### src/rtl/retstack_dc_pkg.sv
package retstack_dc_pkg;
  localparam int unsigned ADDR_W_DEF    = 11;
  localparam int unsigned LEVELS_DEF    = 4;
  localparam int unsigned LO_W_DEF      = 4;
  localparam int unsigned MID_W_DEF     = 4;
  localparam int unsigned FLD_W_DEF     = 4;
  localparam int unsigned ROM_WORDS_DEF = 1024;

  typedef enum logic [1:0] {
    FLD_LO   = 2'd0,
    FLD_MID  = 2'd1,
    FLD_HI   = 2'd2,
    FLD_NONE = 2'd3
  } dc_fld_e;
endpackage

### src/rtl/retstack_dc_depth.sv
module retstack_dc_depth #(
  parameter int unsigned LEVELS  = 4,
  parameter int unsigned DEPTH_W = 3
) (
  input  logic               clk_i,
  input  logic               rst_ni,
  input  logic               push_i,
  input  logic               pop_i,
  output logic [DEPTH_W-1:0] depth_o,
  output logic               push_ok_o,
  output logic               underflow_o
);
  logic [DEPTH_W-1:0] depth_q;
  logic               pop_ok, uf_set;

  always_comb begin
    push_ok_o = push_i && (depth_q < DEPTH_W'(LEVELS));
    pop_ok    = pop_i && !push_i && (depth_q != '0);
    uf_set    = pop_i && !push_i && (depth_q == '0);
  end

  always_ff @(posedge clk_i or negedge rst_ni) begin
    if (!rst_ni) begin
      depth_q     <= '0;
      underflow_o <= 1'b0;
    end else begin
      underflow_o <= uf_set;
      if (push_ok_o)   depth_q <= depth_q + DEPTH_W'(1);
      else if (pop_ok) depth_q <= depth_q - DEPTH_W'(1);
    end
  end

  assign depth_o = depth_q;
endmodule

### src/rtl/retstack_dc_slots.sv
module retstack_dc_slots #(
  parameter int unsigned ADDR_W  = 11,
  parameter int unsigned SLOTS   = 3,
  parameter int unsigned DEPTH_W = 3
) (
  input  logic                         clk_i,
  input  logic                         rst_ni,
  input  logic                         wr_en_i,
  input  logic [DEPTH_W-1:0]           wr_lvl_i,
  input  logic [ADDR_W-1:0]            wr_addr_i,
  output logic [SLOTS-1:0][ADDR_W-1:0] slots_o
);
  for (genvar g = 0; g < SLOTS; g++) begin : g_slot
    always_ff @(posedge clk_i or negedge rst_ni) begin
      if (!rst_ni)
        slots_o[g] <= '0;
      else if (wr_en_i && (wr_lvl_i == DEPTH_W'(g)))
        slots_o[g] <= wr_addr_i;
    end
  end
endmodule

### src/rtl/retstack_dc_counter.sv
module retstack_dc_counter
  import retstack_dc_pkg::*;
#(
  parameter int unsigned ADDR_W = 11,
  parameter int unsigned LO_W   = 4,
  parameter int unsigned MID_W  = 4,
  parameter int unsigned FLD_W  = 4
) (
  input  logic              clk_i,
  input  logic              rst_ni,
  input  logic              wr_ret_i,
  input  logic [ADDR_W-1:0] ret_addr_i,
  input  logic              ld_i,
  input  logic [1:0]        fld_i,
  input  logic [FLD_W-1:0]  ld_data_i,
  input  logic              inc_i,
  input  logic              hold_i,
  output logic [ADDR_W-1:0] dc_o
);
  localparam int unsigned HI_W = ADDR_W - LO_W - MID_W;

  logic [ADDR_W-1:0] dc_q, dc_d;

  // a return address written into the shared level beats any pointer update
  always_comb begin
    dc_d = dc_q;
    if (wr_ret_i) begin
      dc_d = ret_addr_i;
    end else if (ld_i) begin
      unique case (dc_fld_e'(fld_i))
        FLD_LO:  dc_d[LO_W-1:0]        = ld_data_i[LO_W-1:0];
        FLD_MID: dc_d[LO_W +: MID_W]   = ld_data_i[MID_W-1:0];
        FLD_HI:  dc_d[ADDR_W-1 -: HI_W] = ld_data_i[HI_W-1:0];
        default: dc_d = dc_q;
      endcase
    end else if (inc_i && !hold_i) begin
      dc_d = dc_q + ADDR_W'(1);
    end
  end

  always_ff @(posedge clk_i or negedge rst_ni) begin
    if (!rst_ni) dc_q <= '0;
    else         dc_q <= dc_d;
  end

  assign dc_o = dc_q;
endmodule

### src/rtl/retstack_dc.sv
module retstack_dc
  import retstack_dc_pkg::*;
#(
  parameter int unsigned ADDR_W    = ADDR_W_DEF,
  parameter int unsigned LEVELS    = LEVELS_DEF,
  parameter int unsigned LO_W      = LO_W_DEF,
  parameter int unsigned MID_W     = MID_W_DEF,
  parameter int unsigned FLD_W     = FLD_W_DEF,
  parameter int unsigned ROM_WORDS = ROM_WORDS_DEF,
  localparam int unsigned DEPTH_W  = $clog2(LEVELS + 1)
) (
  input  logic               clk_i,
  input  logic               rst_ni,
  input  logic               push_i,
  input  logic [ADDR_W-1:0]  push_addr_i,
  input  logic               pop_i,
  input  logic               dc_ld_i,
  input  logic [1:0]         dc_fld_i,
  input  logic [FLD_W-1:0]   dc_ld_data_i,
  input  logic               dc_inc_i,
  output logic [ADDR_W-1:0]  dc_o,
  output logic [ADDR_W-1:0]  top_o,
  output logic [DEPTH_W-1:0] depth_o,
  output logic               underflow_o,
  output logic               dc_in_range_o
);
  localparam int unsigned SLOTS = LEVELS - 1;
  localparam logic [ADDR_W:0] ROM_LIM = (ADDR_W + 1)'(ROM_WORDS);

  logic                         push_ok, wr_ret;
  logic [SLOTS-1:0][ADDR_W-1:0] slots;

  retstack_dc_depth #(.LEVELS(LEVELS), .DEPTH_W(DEPTH_W)) u_depth (
    .clk_i       (clk_i),
    .rst_ni      (rst_ni),
    .push_i      (push_i),
    .pop_i       (pop_i),
    .depth_o     (depth_o),
    .push_ok_o   (push_ok),
    .underflow_o (underflow_o)
  );

  retstack_dc_slots #(.ADDR_W(ADDR_W), .SLOTS(SLOTS), .DEPTH_W(DEPTH_W)) u_slots (
    .clk_i     (clk_i),
    .rst_ni    (rst_ni),
    .wr_en_i   (push_ok),
    .wr_lvl_i  (depth_o),
    .wr_addr_i (push_addr_i),
    .slots_o   (slots)
  );

  assign wr_ret = push_ok && (depth_o == DEPTH_W'(SLOTS));

  retstack_dc_counter #(
    .ADDR_W(ADDR_W), .LO_W(LO_W), .MID_W(MID_W), .FLD_W(FLD_W)
  ) u_dc (
    .clk_i      (clk_i),
    .rst_ni     (rst_ni),
    .wr_ret_i   (wr_ret),
    .ret_addr_i (push_addr_i),
    .ld_i       (dc_ld_i),
    .fld_i      (dc_fld_i),
    .ld_data_i  (dc_ld_data_i),
    .inc_i      (dc_inc_i),
    .hold_i     (push_i || pop_i),
    .dc_o       (dc_o)
  );

  always_comb begin
    top_o = '0;
    if (depth_o == DEPTH_W'(LEVELS)) top_o = dc_o;
    for (int k = 0; k < SLOTS; k++)
      if (depth_o == DEPTH_W'(k + 1)) top_o = slots[k];
  end

  assign dc_in_range_o = ({1'b0, dc_o} < ROM_LIM);
endmodule

### config.mk
export PLATFORM = sky130hd
export DESIGN_NAME = retstack_dc
export DESIGN_NICKNAME = d
export VERILOG_FILES = /design/src/rtl/retstack_dc_pkg.sv /design/src/rtl/retstack_dc_depth.sv /design/src/rtl/retstack_dc_slots.sv /design/src/rtl/retstack_dc_counter.sv /design/src/rtl/retstack_dc.sv
export SDC_FILE = /design/constraint.sdc
export NUM_CORES = 1
export LEC_CHECK = 0
export BUFFER_PORTS_ARGS = -buffer_cell sky130_fd_sc_hd__buf_2
export CORE_MARGIN = 3
export CORE_UTILIZATION = 40
export CTS_CLUSTER_DIAMETER = 100
export CTS_CLUSTER_SIZE = 24
export DETAILED_ROUTE_END_ITERATION = 10
export GPL_TIMING_DRIVEN = 0
export PLACE_DENSITY = 0.72
export SYNTH_ARGS = -nofsm -noshare
export SYNTH_HDL_FRONTEND = slang
export SYNTH_HIERARCHICAL = 1
export SYNTH_SLANG_ARGS = --single-unit
### constraint.sdc
create_clock -name clk_i -period 1.9 [get_ports clk_i]
set_input_delay 0.19 -clock clk_i [delete_from_list [all_inputs] [get_ports clk_i]]
set_output_delay 0.19 -clock clk_i [all_outputs]
set_load 0.005 [all_outputs]
==> metrics.txt, run 1 <==
Syn Inst Count=262; Arr. time, crit path=2060 ps; ant diodes=0; CTS Hold Buffers Added=0; Final Hold Vio Count=0; initial antenna violation count=0; Reg2Reg Depth=8; Post-synth ARST share=100%; Slowest Stage Delay on Critical Path=450 ps; DR vias/cell=5.80; RePlAce Congestion=0.951; top-count cell post-synth=dfrtp_1; largest net degree at the start of global routing=49; synth warn=6; sequential area share after synthesis=39.9%; floorplan core area=7290 sq um; slowest stage cell on the critical path=dfrtp_2; met3 Usage GRT=3.57%; final setup fails=0; Worst-Margin Slew=1090 ps; Vias=2478; TritonCTS clock tree=built; row cnt=31; Final Net Count=352; setup TNS=0 ps; Worst-Skew Late Latency=310 ps; endpoint class of the critical path=flip-flop; Area growth syn-to-layout=21.4%; Die Area=8610 sq um; Pwr Density=1330 nW/um^2; Final HPWL DP=5450 um; share of layout cells above drive strength 1=40.9%; dominant cell type by area after synthesis=dfrtp_1; Hold WC Path Type=input pin to asynchronous set/reset pin; most crowded layer after global routing=met2; Max Clock Freq=0.534 GHz; Area contributors post-synth=dfrtp_1, mux2_4, nand4bb_1; Mapped Nets=287; Leak=1.64 nW; synthesized flop and latch total=48; clock sinks=48; # DRC=0; crit path to=u_dc/dc_o[0]; GRT Total Usage=19.4%; maximum vdd drop=398 uV; Crit Path Class=flip-flop to flip-flop; share of the synthesized area in the top cell type=39.9%; status=completed; Starting Density=41.3%; post-route antenna net violation count=0; Total Power=4.87 mW; Root Driver=clkbuf_8; Yosys cell types=48; Clk pin slew, worst setup/hold paths=100 ps; Port-buffer cells=48; Final Cycle Share=98.5%; Die H=92.8 um; Worst Setup SP=u_depth/depth_o[2]; CP Data Required Time=2090 ps; cell area after synthesis=3010 sq um; Startpoint Class=flip-flop; Slew headroom=27.1%; reg2reg setup slack=30 ps; Inserted Clock Buffers=5; routed len/inst=18.9 um; first-pass GRT wire length=13000 um; RR Startpoint=u_depth/depth_o[2]; RR Endpoint=u_dc/dc_o[0]; Routed WL=8080 um; met2 Use GR=30.8%; Worst Path Buf+Inv=3; Ports=50; vias in the first global route=2495; DR iter-0 viols=224; H-tree Lvls=2; met1 Usage GRT=26.5%; CP Depth=8; Die W=92.8 um; Post-synth top cells=dfrtp_1, nand4bb_1, mux2_4, a21oi_1, mux2i_1; Fin Clk Skew=16.8 ps; Max Root-Sink Buffers=2; drt first pass iters=5; crit-path leading delay family=buffers and inverters; Max-Cap Viols=0; most used cell along the critical path=buf_6; crit-path cells=nand2b_1 -> buf_6 -> nor2_4 -> buf_4 -> a311oi_4 -> buf_6 -> mux2i_1 -> a21oi_1; Tmin final=1870 ps; RSZ-0062 raised after global routing=yes; Post-synth EDFFs=0; final max-slew violation count=0; gr ovfl total=0; Synth Area per Inst=11.5 sq um; crit path max fanout=10; Main synth FF type=dfrtp_1
-- layout by cell type, fill, tap and decap left out, drive strengths merged, types with 2 or more instances in the layout --
cell type  synthesis  routed
o211ai            11      11
mux2i             16      16
o21a               2       2
nor3               6       6
mux2              35      35
a311oi             4       4
a311o              2       2
nand3              3       3
and4bb             2       2
buf               11      70
o21ai             13      13
nand2             12      12
a21oi             19      19
o22a               2       2
o31ai              4       4
nand4bb           22      22
dfrtp             48      48
inv               11      11
nor4               3       3
clkbuf             7      12
nand2b             3       3
nor2               5       5
nor2b              3       3
-- kinds of logic after synthesis --
| kind of cell | Yosys count | share of synthesized area, % |
|---|---|---|
| DFF | 48 | 39.9 |
| buffers and inverters | 29 | 5.69 |
| AOI/OAI and AO/OA | 66 | 15.1 |
| xor gates and xnor gates | 1 | 0.291 |
| adders and majority gates | 2 | 1.08 |
| muxes | 51 | 20.9 |
| and+or+nand+nor | 65 | 17.1 |
-- metrics by stage --
step	cell area, sq um	setup WS [ps]	utilization (%)	hold WS (ps)	instances
after floorplan	3020	11.4	-	-106	262
after global placement	3380	-425	46.3	441	409
after detailed placement	3380	-470	46.3	457	409
after CTS	3590	3.50	49.2	125	424
after global routing	3660	-30.8	50.2	158	427
final	3660	28.0	50.2	80.0	427
-- routing by layer --
layer  share of wire, %  up-vias
li1                   -     1131
met1                 45     1240
met2                 49       99
met3                5.5        8
met4                1.2        0
met5                  0        -
-- cell type report --
class,count,area [sq um]
Buffer,18,169
Inverter,11,41.3
Timing Repair Buffer,58,319
Multi-Input combinational cell,185,1680
Fill cell,685,3630
Tap cell,99,124
Clock inverter,2,38.8
Clock buffer,6,82.6
Sequential cell,48,1210
-- timing repair --
item                                    in CTS  in global routing
endpoints found under the setup margin      32                 32
hold endpoints to repair                     0                  0
gates cloned                                 0                  1
pin swaps                                    0                  1
buffers inserted                             7                  2
resized for setup                           12                 22
-- power by group --
group	total [mW]	internal [mW]	switching, mW
clock network	0.786	0.431	0.355
registers	1.76	1.43	0.334
logic	2.32	1.26	1.06
total	4.87	3.12	1.75
-- worst register-to-register path, stage by stage (launching register included) --
cell,delay [ps]
dfrtp_2,450
nand2b_1,220
buf_6,190
nor2_4,60
buf_4,160
a311oi_4,260
buf_6,170
mux2i_1,200
a21oi_1,60
-- flip-flops by register name, indices dropped and copies added, names as in the netlist --
register             count
u_depth/underflow_o      1
u_slots/slots_o         33
u_dc/dc_o               11
u_depth/depth_o          3
-- worst min-delay path by stage --
stage                                      to  slack, ps  cells after the start
after CTS                  u_slots/slots_o[5]        130                      1
after floorplan                  u_dc/dc_o[0]       -110                      0
after global routing      u_slots/slots_o[28]        160                      2
final                      u_slots/slots_o[5]         80                      1
after detailed placement  u_slots/slots_o[28]        460                      1
after global placement    u_slots/slots_o[28]        440                      1
(Power assumes the default switching activity.)
==> run 2, diff against run 1 <==
--- a/config.mk
+++ b/config.mk
@@ -12,8 +12,7 @@
 export CTS_CLUSTER_SIZE = 24
 export DETAILED_ROUTE_END_ITERATION = 10
 export GPL_TIMING_DRIVEN = 0
-export PLACE_DENSITY = 0.72
+export PLACE_DENSITY = 0.73
 export SYNTH_ARGS = -nofsm -noshare
 export SYNTH_HDL_FRONTEND = slang
-export SYNTH_HIERARCHICAL = 1
 export SYNTH_SLANG_ARGS = --single-unit
==> run 2 against run 1 <==
Effect of this change:
- design area is 0.75% lower
- critical endpoint is now u_dc.dc_o[8]
- first-iteration DRC count is 20% lower
- the run now ends with setup timing left
- area after synthesis is 5.8% lower
- non-clock buffer count stayed put
- critical path type unchanged
==> metrics.txt, run 2 <==
status=finished, violations left; failing checks=setup timing; CP Data Required Time=2080 ps (about the same); design area=3630 sq um (-0.75%); RePlAce Congestion=0.948 (-0.33%); Routed WL=8180 um (+1.2%); H-tree Lvls=2 (unchanged); synth warn=0 (-6); final setup fails=21 (+21); Clk pin slew, worst setup/hold paths=90 ps (about the same); ant diodes=0 (unchanged); Arr. time, crit path=2220 ps (+160 ps); area post-placement=3210 sq um (-4.9%); # DRC=0 (unchanged); WL met1=3520 um (-2.4%); commonest non-fill, non-tap cells in the layout=buf_2, dfrtp_1, mux2_1; Die W=90.2 um (-2.7%); synthesized flop and latch total=48 (unchanged); RR Endpoint=u_dc.dc_o[8]; share of the synthesized area in the top cell type=42.3% (+2.4 points); Leak=1.60 nW (-2.7%); row cnt=30 (-3.2%); Port-buffer cells=48 (unchanged); crit path max fanout=7 (-3); Yosys cell types=43 (-10%); commonest non-fill, non-tap cell in the layout=buf_2; WL met3=440 um (-0.45%); Syn Inst Count=290 (+11%); Top Metal Used=met4; cell area after synthesis=2840 sq um (-5.8%); Vias=2550 (+2.9%); Worst-Margin Slew=1080 ps (-15.5 ps); crit path to=u_dc.dc_o[8]; Die Area=8140 sq um (-5.4%); worst setup slack after layout=-135 ps (-163 ps); Post-synth EDFFs=0 (unchanged); sequential area share after synthesis=42.3% (+2.4 points); reg2reg setup slack=-130 ps (-160 ps); share of layout cells above drive strength 1=34.6% (-6.3 points); routed len/inst=18.2 um (-3.8%); Max Root-Sink Buffers=2 (unchanged); gr ovfl total=0 (unchanged); Ports=50 (unchanged); vias in the first global route=2559 (+2.6%); Area growth syn-to-layout=27.9%; Main synth FF type=dfrtp_1; Max Clock Freq=0.491 GHz (-8.0%); RR Startpoint=u_depth.depth_o[1]; Post-synth top cells=dfrtp_1, a21oi_1, mux2_1, nand2_1, inv_1; clock sinks=48 (unchanged); Final Hold Vio Count=0 (unchanged); FF+latch area=1200 sq um (-0.21%); Worst Setup SP=u_depth.depth_o[1]; Largest register FFs=33 (unchanged); floorplan core area=6830 sq um (-6.3%); endpoint class of the critical path=flip-flop; post-route antenna net violation count=0 (unchanged); Final HPWL DP=5430 um (-0.25%); initial antenna violation count=0 (unchanged); Top reg by flops=u_slots.slots_o; worst slack, placed=-238 ps (+232 ps); final max-slew violation count=0 (unchanged); Max-Cap Viols=0 (unchanged); drt first pass iters=4 (-1); Startpoint Class=flip-flop; Starting Density=41.6% (+0.24 points); fill cell count=631 (-7.9%); met2 wire len=4070 um (+3.5%); Reg2Reg Depth=7 (-1); Crit Path Class=flip-flop to flip-flop; GRT Total Usage=20.7% (+1.3 points); maximum vdd drop=579 uV (+45%); Die H=90.2 um (-2.7%); Post-Place Cells=434 (+6.1%); Synth Area per Inst=9.79 sq um (-15%); Root Driver=clkbuf_8; Finished Layout Cells=449 (+5.2%); top-count cell post-synth=dfrtp_1; Final Cycle Share=107% (+8.6 points); DR iter-0 viols=180 (-20%); Pwr Density=1320 nW/um^2 (-0.62%); Inserted Clock Buffers=5 (unchanged); Post-synth ARST share=100% (unchanged); multi-input logic area=1620 sq um (-3.4%); CTS Hold Buffers Added=0 (unchanged); Fin Clk Skew=11.6 ps (-5.22 ps); Slew headroom=28.2% (+1.0 points); dominant cell type by area after synthesis=dfrtp_1; Area contributors post-synth=dfrtp_1, mux2_1, a21oi_1; Final Net Count=383 (+8.8%); Tmin final=2030 ps (+163 ps); Hold WC Path Type=input pin to asynchronous set/reset pin; first-pass GRT wire length=13500 um (+3.2%); TritonCTS clock tree=built; Final Core Density=53.2% (+3.0 points); DR vias/cell=5.68 (-2.1%); Mapped Nets=320 (+11%); largest net degree at the start of global routing=49 (unchanged); Worst-Skew Late Latency=310 ps (about the same); RSZ-0062 raised after global routing=yes
run 2: worst min path at each step:
stage                          end           start  slack [ps]  cells after the start
3_3_place_gp   u_slots.slots_o[29]          rst_ni         450                      1
4_1_cts        u_slots.slots_o[29]          rst_ni         110                      1
6_report       u_slots.slots_o[29]          rst_ni          70                      1
5_1_grt         u_slots.slots_o[9]  push_addr_i[9]         140                      2
3_5_place_dp   u_slots.slots_o[29]          rst_ni         450                      1
2_1_floorplan         u_dc.dc_o[0]          rst_ni        -110                      0
run 2: cells by family (layout without fill, tap and decap cells):
group / after synthesis / after routing / share of synthesized area, %
AOI/OAI and AO/OA: 81 / 81 / 19.0
xor gates and xnor gates: 2 / 2 / 0.617
adders and majority gates: 7 / 7 / 3.08
buffers and inverters: 41 / 104 / 6.57
DFF: 48 / 48 / 42.3
muxes: 34 / 34 / 13.4
and+or+nand+nor: 77 / 77 / 15.0
run 2: where the power goes:
part | internal (mW) | switching (mW) | total [mW] | leakage [nW]
Sequential | 1.45 | 0.369 | 1.82 | 0.593
Clock | 0.291 | 0.346 | 0.637 | 0.0473
Combinational | 1.19 | 1.17 | 2.35 | 0.957
run 2: worst max-delay path, stage by stage, from the launching register on:
cell	delay [ps]
dfrtp_2	470
ha_2	220
ha_4	190
and3b_1	190
buf_6	130
a211o_4	320
and2_4	170
a32o_1	230
run 2: stage by stage:
stage | hold WS, ps | TNS [ps] | total power, mW
after global placement | 446 | -2570 | 3.49
after detailed placement | 447 | -3340 | 3.57
final | 74.4 | -2040 | 4.81
after floorplan | -106 | 0 | 2.89
after CTS | 114 | -1780 | 4.67
after global routing | 135 | -3760 | 5.13
run 2: per-layer routing:
metal / global-route usage (%) / vias to the layer above
met3: 4.44 / 12
met2: 34.4 / 79
met4: 7.27 / 0
li1: - / 1187
met1: 26.6 / 1272
met5: 0 / -
run 2: what timing repair did:
| item | CTS | global route |
|---|---|---|
| resized for setup | 47 | 23 |
| endpoints found under the hold margin | 0 | 0 |
| endpoints found under the setup margin | 22 | 22 |
| pin swaps | 16 | 6 |
| gates cloned | 2 | 0 |
| buffers inserted | 5 | 1 |
run 2: cell type report:
cell class              count  share of cell area, %
well taps                  96                   3.31
plain buffers              20                   5.17
clock buffers               6                   2.27
multi-input cells         201                   44.6
inverters                  21                   2.31
repair buffers             56                   8.89
flip-flops and latches     48                   33.2
clock inverters             1                  0.241
==> run 3, diff against run 2 <==
--- a/config.mk
+++ b/config.mk
@@ -5,14 +5,14 @@
 export SDC_FILE = /design/constraint.sdc
 export NUM_CORES = 1
 export LEC_CHECK = 0
-export BUFFER_PORTS_ARGS = -buffer_cell sky130_fd_sc_hd__buf_2
 export CORE_MARGIN = 3
 export CORE_UTILIZATION = 40
 export CTS_CLUSTER_DIAMETER = 100
 export CTS_CLUSTER_SIZE = 24
 export DETAILED_ROUTE_END_ITERATION = 10
+export DONT_BUFFER_PORTS = 1
 export GPL_TIMING_DRIVEN = 0
-export PLACE_DENSITY = 0.73
+export PLACE_DENSITY = 0.66
 export SYNTH_ARGS = -nofsm -noshare
 export SYNTH_HDL_FRONTEND = slang
 export SYNTH_SLANG_ARGS = --single-unit
==> run 3 against run 2 <==
Effect of this change:
- the flow still finishes with violations (setup timing)
- combinational power is 15% lower
- flip-flop and latch count is the same
- non-clock buffer count is 47 lower
- clock skew down 3.9 ps
- die area stayed put
- largest power group unchanged
- highest routed layer unchanged
- maximum frequency up 3.8%
==> metrics.txt, run 3 (synthesis gave the netlist of run 2 again) <==
Area growth syn-to-layout=20.4%; CP Data Required Time=1710 ps (-370 ps); Clock power frac=14.0% (+0.7 points); final setup fails=20 (-4.8%); post-route antenna net violation count=0 (unchanged); largest net degree at the start of global routing=49 (unchanged); Largest register FFs=33 (unchanged); Vias=2354 (-7.7%); Final Core Density=50.0% (-3.1 points); slowest stage cell on the critical path=dfrtp_2; row cnt=30 (unchanged); crit-path leading delay family=flip-flops; Comb pwr share=44.5% (-4.5 points); Max Clock Freq=0.510 GHz (+3.8%); GRT Total Usage=19.7% (-1.0 points); Max Root-Sink Buffers=2 (unchanged); endpoint class of the critical path=output port; multi-input logic area=1640 sq um (+1.1%); Die Area=8140 sq um (unchanged); Arr. time, crit path=1770 ps (-450 ps); maximum vdd drop=562 uV (-2.9%); Reg power frac=41.5% (+3.7 points); Total Power=4.50 mW (-6.5%); Root Driver=clkbuf_8; clock sinks=48 (unchanged); Clk pin slew, worst setup/hold paths=90 ps (about the same); NetSw=1.79 mW (-4.9%); Worst Path Buf+Inv=2 (+1); status=finished, violations left; Worst Setup SP=u_depth.depth_o[0]; Leak=1.39 nW (-13%); Port-buffer cells=0 (-100%); share of layout cells above drive strength 1=24.8% (-9.8 points); Max-Cap Viols=0 (unchanged); drt first pass iters=4 (unchanged); Slew headroom=56.0% (+28 points); TritonCTS clock tree=built; Fin Clk Skew=7.70 ps (-3.91 ps); Starting Density=41.6% (unchanged); gr ovfl total=0 (unchanged); final max-slew violation count=0 (unchanged); first-pass GRT wire length=12700 um (-5.5%); Worst-Margin Slew=656 ps (-421 ps); ant diodes=0 (unchanged); crit-path cells=inv_4 -> ha_4 -> clkbuf_16 -> nand3b_1 -> a21oi_2 -> a311oi_2 -> a21oi_1; Crit Path Class=flip-flop to output port; Net Sw Frac=39.8% (+0.67 points); Inserted Clock Buffers=5 (unchanged); Die H=90.2 um (unchanged); RR Startpoint=u_depth.depth_o[1]; Startpoint Class=flip-flop; initial antenna violation count=0 (unchanged); FF+latch area=1210 sq um (+0.10%); floorplan core area=6830 sq um (unchanged); H-tree Lvls=2 (unchanged); HP Start=push_addr_i[9]; Top reg by flops=u_slots.slots_o; Slowest Stage Delay on Critical Path=490 ps (+20 ps); Ports=50 (unchanged); Tmin final=1960 ps (-74.9 ps); Final HPWL DP=5310 um (-2.2%); area post-placement=2970 sq um (-7.5%); Worst-Skew Late Latency=300 ps (about the same); Final Net Count=336 (-12%); Final Hold Vio Count=0 (unchanged); # DRC=0 (unchanged); commonest non-fill, non-tap cell in the layout=dfrtp_1; Finished Layout Cells=403 (-10%); design area=3420 sq um (-5.9%); Post-Place Cells=386 (-11%); commonest non-fill, non-tap cells in the layout=dfrtp_1, mux2_1, nand2_1; routed len/inst=20.0 um (+9.5%); Final Cycle Share=103% (-3.9 points); Die W=90.2 um (unchanged); vias in the first global route=2330 (-8.9%); DR iter-0 viols=176 (-2.2%); Pwr Density=1320 nW/um^2 (-0.60%); DR vias/cell=5.84 (+2.9%); fill cell count=641 (+1.6%); Routed WL=8040 um (-1.7%); RePlAce Congestion=0.924 (-2.6%); crit path max fanout=6 (-1); worst slack, placed=-179 ps (+59.3 ps); Pint=2.71 mW (-7.5%); worst setup slack after layout=-59.8 ps (+74.9 ps); Hold WC Path Type=input pin to flip-flop; failing checks=setup timing; RSZ-0062 raised after global routing=yes
==> run 3: changes by cell type in the layout (fill, tap and decap cells not counted), sizes merged <==
cell	change
dlygate4sd3	+1
buf	-49
clkbuf	+3
clkinv	-1
==> run 3: area by class of cell <==
class | count | area share [%]
Timing Repair Buffer | 10 | 3.48
Multi-Input combinational cell | 201 | 47.9
Inverter | 21 | 2.45
Sequential cell | 48 | 35.3
Buffer | 19 | 4.69
Clock buffer | 8 | 2.64
Tap cell | 96 | 3.52
==> run 3: per-layer routing <==
layer	GRT usage, %	share of wire (%)
met4	4.97	1.3
met2	31.8	48
met5	0	0
met1	26.3	42
met3	5.10	8.8
==> run 3: through the flow <==
stage	hold WS (ps)	setup TNS (ps)
2_1_floorplan	-106	0
3_3_place_gp	-104	-2270
3_5_place_dp	-104	-2890
4_1_cts	12.5	-555
5_1_grt	7.40	-2280
6_report	19.4	-626
==> run 3: power groups by stage <==
stage	clock network, mW	logic [mW]	registers, mW
final	0.630	2.00	1.86
after global routing	0.686	2.18	1.93
after CTS	0.650	1.83	1.84
after detailed placement	0	1.49	1.83
after global placement	0	1.46	1.80
after floorplan	0	1.18	1.71
==> run 3: final timing paths <==
kind / to / slack, ps / cells after the start
max: top_o[2] / -60 / 7
min: u_slots.slots_o[20] / 20 / 1
max reg2reg: u_dc.dc_o[8] / -50 / 6
min reg2reg: u_slots.slots_o[29] / 500 / 1
max in group asynchronous: u_slots.slots_o[17] / 1280 / 2
min in group asynchronous: u_depth.underflow_o / 380 / 2
==> run 3: worst register-to-register path, stage by stage, from the launching register on <==
cell     delay (ps)
dfrtp_2         510
ha_4            200
ha_4            170
and3b_2         240
a211o_4         330
and2_4          170
a32o_1          210
==> run 3: what timing repair did <==
item / in CTS / in global routing
buffers inserted: 4 / 1
cloned: 2 / 1
hold buffers: 2 / 0
setup endpoints to repair: 22 / 22
endpoints found under the hold margin: 48 / 0
resized for setup: 45 / 22
pin swaps: 18 / 6
